<file path="src/rtl/lookahead_pkg.sv">
package lookahead_pkg;
  localparam int unsigned SLICE_BITS = 4;

  function automatic logic bit_gen(input logic x, input logic y);
    return x & y;
  endfunction

  function automatic logic bit_prop(input logic x, input logic y);
    return x ^ y;
  endfunction

  // Slice-wide generate: nested two-level form over four stages.
  function automatic logic slice_gen(input logic [3:0] g, input logic [3:0] p);
    return g[3] | (p[3] & (g[2] | (p[2] & (g[1] | (p[1] & g[0])))));
  endfunction

  function automatic logic slice_prop(input logic [3:0] p);
    return &p;
  endfunction
endpackage

</file>
<file path="src/rtl/la_operand_prep.sv">
module la_operand_prep #(
  parameter int unsigned WIDTH = 32
) (
  input  logic [WIDTH-1:0] b_raw,
  input  logic             sub_sel,
  input  logic             cin_raw,
  output logic [WIDTH-1:0] b_eff,
  output logic             c_first
);
  // Subtract: invert b and force the bottom carry to 1 (cin ignored).
  assign b_eff   = b_raw ^ {WIDTH{sub_sel}};
  assign c_first = sub_sel | cin_raw;
endmodule

</file>
<file path="src/rtl/la_slice4.sv">
module la_slice4
  import lookahead_pkg::*;
(
  input  logic [3:0] a_in,
  input  logic [3:0] b_in,
  input  logic       c_in,
  output logic [3:0] s_out,
  output logic       c_top_in,
  output logic       c_out
);
  logic [3:0] g_bit;
  logic [3:0] p_bit;
  logic [4:0] ripple_c;
  logic       sl_gen;
  logic       sl_prop;
  logic       ripple_top;

  assign ripple_c[0] = c_in;

  for (genvar k = 0; k < 4; k++) begin : g_stage
    assign g_bit[k]      = bit_gen(a_in[k], b_in[k]);
    assign p_bit[k]      = bit_prop(a_in[k], b_in[k]);
    assign s_out[k]      = p_bit[k] ^ ripple_c[k];
    assign ripple_c[k+1] = g_bit[k] | (p_bit[k] & ripple_c[k]);
  end

  assign sl_gen     = slice_gen(g_bit, p_bit);
  assign sl_prop    = slice_prop(p_bit);
  assign c_out      = sl_gen | (sl_prop & c_in);
  assign c_top_in   = ripple_c[3];
  assign ripple_top = ripple_c[4];

  always_comb begin
    p_slice_carry_agree_r6: assert (ripple_top == c_out)
      else $error("slice lookahead carry %0b vs ripple %0b", c_out, ripple_top);
    p_slice_sum_r1: assert ({ripple_top, s_out} == ({1'b0, a_in} + {1'b0, b_in} + {4'b0, c_in}))
      else $error("slice sum mismatch");
  end
endmodule

</file>
<file path="src/rtl/lookahead_addsub.sv">
module lookahead_addsub
  import lookahead_pkg::*;
#(
  parameter int unsigned WIDTH = 32
) (
  input  logic [WIDTH-1:0] op_a,
  input  logic [WIDTH-1:0] op_b,
  input  logic             carry_in,
  input  logic             sub_mode,
  output logic [WIDTH-1:0] result,
  output logic             carry_out,
  output logic             ovf
);
  localparam int unsigned NSLICE = WIDTH / SLICE_BITS;

  logic [WIDTH-1:0]  b_eff;
  logic              c_first;
  logic [NSLICE:0]   slice_c;
  logic [NSLICE-1:0] top_bit_c;

  la_operand_prep #(.WIDTH(WIDTH)) u_prep (
    .b_raw   (op_b),
    .sub_sel (sub_mode),
    .cin_raw (carry_in),
    .b_eff   (b_eff),
    .c_first (c_first)
  );

  assign slice_c[0] = c_first;

  for (genvar s = 0; s < NSLICE; s++) begin : g_slice
    la_slice4 u_slice (
      .a_in     (op_a[s*SLICE_BITS +: SLICE_BITS]),
      .b_in     (b_eff[s*SLICE_BITS +: SLICE_BITS]),
      .c_in     (slice_c[s]),
      .s_out    (result[s*SLICE_BITS +: SLICE_BITS]),
      .c_top_in (top_bit_c[s]),
      .c_out    (slice_c[s+1])
    );
  end

  assign carry_out = slice_c[NSLICE];
  assign ovf       = top_bit_c[NSLICE-1] ^ slice_c[NSLICE];

  // Behavioural carry into bit position pos of a + b + c.
  function automatic logic carry_into(input logic [WIDTH-1:0] x, input logic [WIDTH-1:0] y,
                                      input logic c, input int unsigned pos);
    logic [WIDTH:0] msk;
    logic [WIDTH:0] tot;
    msk = ({{WIDTH{1'b0}}, 1'b1} << pos) - 1'b1;
    tot = ({1'b0, x} & msk) + ({1'b0, y} & msk) + {{WIDTH{1'b0}}, c};
    return tot[pos];
  endfunction

  always_comb begin
    p_total_sum_r1: assert ({carry_out, result} ==
                            ({1'b0, op_a} + {1'b0, b_eff} + {{WIDTH{1'b0}}, c_first}))
      else $error("total sum mismatch");
    p_ovf_sign_r4: assert (ovf == ((op_a[WIDTH-1] == b_eff[WIDTH-1]) &&
                                   (result[WIDTH-1] != op_a[WIDTH-1])))
      else $error("overflow flag disagrees with sign rule");
    if (sub_mode) begin
      p_sub_diff_r2: assert (result == op_a - op_b)
        else $error("difference mismatch");
    end
    for (int s = 0; s < NSLICE; s++) begin
      p_top_bit_carry_r4: assert (top_bit_c[s] ==
                                  carry_into(op_a, b_eff, c_first, s*SLICE_BITS + 3))
        else $error("carry into bit %0d wrong", s*SLICE_BITS + 3);
    end
  end
endmodule

</file>
<file path="config.mk">
export PLATFORM = sky130hd
export DESIGN_NAME = lookahead_addsub
export DESIGN_NICKNAME = d
export VERILOG_FILES = /design/src/rtl/lookahead_pkg.sv /design/src/rtl/la_operand_prep.sv /design/src/rtl/la_slice4.sv /design/src/rtl/lookahead_addsub.sv
export SDC_FILE = /design/constraint.sdc
export NUM_CORES = 1
export LEC_CHECK = 0
export ABC_CLOCK_PERIOD_IN_PS = 3900
export BUFFER_PORTS_ARGS = -buffer_cell sky130_fd_sc_hd__buf_2
export CORE_MARGIN = 8
export CORE_UTILIZATION = 44
export DETAILED_ROUTE_END_ITERATION = 6
export PLACE_DENSITY = 0.81
export REMOVE_ABC_BUFFERS = 1
export SLEW_MARGIN = 20
export SYNTH_ARGS = -nofsm -noshare
export SYNTH_HDL_FRONTEND = slang
export SYNTH_SLANG_ARGS = --single-unit
</file>
<file path="constraint.sdc">
create_clock -name vclk -period 3.9
set_input_delay 0 -clock vclk [all_inputs]
set_output_delay 0 -clock vclk [all_outputs]
set_load 0.05 [all_outputs]
</file>
==> flow_summary.json <==
{
  "grt_pass1_vias": 2079,
  "switching_share_pct": 70.1,
  "die_w_um": 82.6,
  "critPathRequiredTime_ps": 3900,
  "drive_gt1_share_pct": 35.8,
  "seq_area_um2": 0,
  "fin_crit_ps": 3720,
  "ctsHoldBuffers": 0,
  "worst_slew_pin_slew_ps": 397,
  "antenna_found_initial": 0,
  "netlist_top_cells_area": "fa_1, ha_1, xor2_1",
  "ys_seq_area_share_pct": 0,
  "dieArea_um2": 6830,
  "ys.warnings.count": 0,
  "synthCells": 237,
  "synth_cell_types": 34,
  "critPathLaunch": "sub_mode",
  "synth_adder_area_share_pct": 45.1,
  "setup_slack_ps": 182,
  "row_count": 24,
  "p_total_w": 0.000966,
  "dr.first_iter.drc_count": 33,
  "finalHoldViolations": 0,
  "fill_cells": 413,
  "grt_usage_pct": 14.7,
  "fin_setup_tns_ps": 0,
  "gp_congestion": 0.801,
  "pwr-share-clk_pct": 0,
  "place_area_um2": 2600,
  "core_area_um2": 4320,
  "diodes": 0,
  "synth_mux_area_share_pct": 0.512,
  "p_seq_share_pct": 0,
  "grt_pass1_wl_um": 8310,
  "synth_compound_area_share_pct": 13.7,
  "die_h_um": 82.6,
  "maxCapViolCount": 0,
  "status": "finished clean",
  "drt-vias-per-instance": 4.72,
  "postLayoutCellArea_um2": 2620,
  "period_share_pct": 95.3,
  "synth_top_family_by_area": "adder cells",
  "nClkBuffers": 0,
  "synth_top_area_cell": "fa_1",
  "synth_simple_gate_area_share_pct": 7.49,
  "grt_max_degree": 17,
  "comb_power_share_pct": 100.0,
  "fmax_mhz": 269,
  "area_delta_synth_final_pct": 34.3,
  "slew_headroom_pct": 73.2,
  "synth_top_area_share_pct": 24.6,
  "seq_cell_count": 0,
  "worstSetupPathType": "input port to primary output",
  "crit_fanout": 11,
  "slew_viol_final": 0,
  "avgSynthCellArea_um2": 8.25,
  "power_density_nw_per_um2": 368,
  "cp-start-kind": "input port",
  "final_cell_mix": "buf_2, inv_1, xor2_1, ha_1, fa_1",
  "synthXorXnorAreaFrac_pct": 17.9,
  "num_vias": 1871,
  "place_ws_ps": -10.8,
  "arrival_ps": 3720,
  "boundaryPins": 100,
  "fin_hold_ws_ps": 531,
  "initial_core_util_pct": 45.2,
  "vdd_ir_drop_max_uv": 193,
  "layout_commonest_cell": "buf_2",
  "hp-start": "op_a[23]",
  "port_buffers": 100,
  "drc_errors": 0,
  "fin_nets": 468,
  "ant_nets": 0,
  "synth_area_um2": 1950,
  "cts_setup_buffers": 0,
  "power_leakage_nw": 1.55,
  "setup_viol": 0,
  "hpwl_um": 4810,
  "p_int_w": 0.000289,
  "wl_per_cell_um": 13.0,
  "p_switching_w": 0.000677,
  "hp-class": "input port to primary output",
  "drt-pass1-iter-count": 4,
  "grt_remaining_overflow": 0,
  "cp-end-kind": "primary output",
  "wirelength_um": 5160
}
## repair_timing
item	in CTS	in global routing
endpoints found under the setup margin	1	1
pin swaps	0	2
gates resized for setup	1	6
## critical path: stages
cell	delay (ps)
buf_2	130
buf_12	150
xor2_1	180
ha_1	320
o211ai_2	120
a211oi_2	290
nor3_4	60
a21oi_2	180
o21bai_2	100
o21ba_2	230
fa_2	370
fa_2	370
fa_2	370
or4b_1	530
nand4b_1	130
buf_6	170
## Yosys cell counts (2+ instances only)
cell and number:
inv_1 73, ha_1 32, xor2_1 32, fa_1 24, a21oi_1 14, nand2_1 8
xnor2_1 8, o21ai_0 7, nand4_1 5, nor2_1 4, a21o_1 3, a211oi_2 2
buf_2 2, o21a_1 2, o21ba_2 2
## layer usage
layer	global-route usage, %	part of all wire (%)	up-vias
met5	0	0	-
met4	0.517	0.35	0
met3	3.35	9.9	2
met2	30.0	53	66
met1	15.3	37	847
li1	-	-	956
## layout make-up
type / count / area (µm²) / share of cell area [%]
multi-input combinational: 160 / 1670 / 63.7
timing repair buffer: 111 / 614 / 23.4
inverter: 73 / 274 / 10.4
tap: 52 / 65.1 / 2.48
## cells by family (layout without fill, tap and decap cells)
| logic type | after synthesis | after routing |
|---|---|---|
| compound gates | 38 | 38 |
| xor+xnor | 40 | 40 |
| fa+ha+maj | 56 | 56 |
| buf+inv | 77 | 184 |
| mux | 1 | 1 |
| simple gates | 25 | 25 |
## power by group through the flow
stage	Clock [W]	Sequential (W)	Combinational, W
after CTS	0	0	0.000971
after detailed placement	0	0	0.000966
final	0	0	0.000966
after global routing	0	0	0.00105
after floorplan	0	0	0.000710
after global placement	0	0	0.000942
## stage by stage
step                instances  util, %
floorplan                 233        -
global placement          396     60.2
detailed placement        396     60.2
CTS                       396     60.2
global route              396     60.7
finish                    396     60.7
## path summary, 6_finish.rpt
check,end,cells past startpoint
worst max-delay path,ovf,16
worst min-delay path,result[23],4
Note: power is estimated with default switching activity, not from simulation.
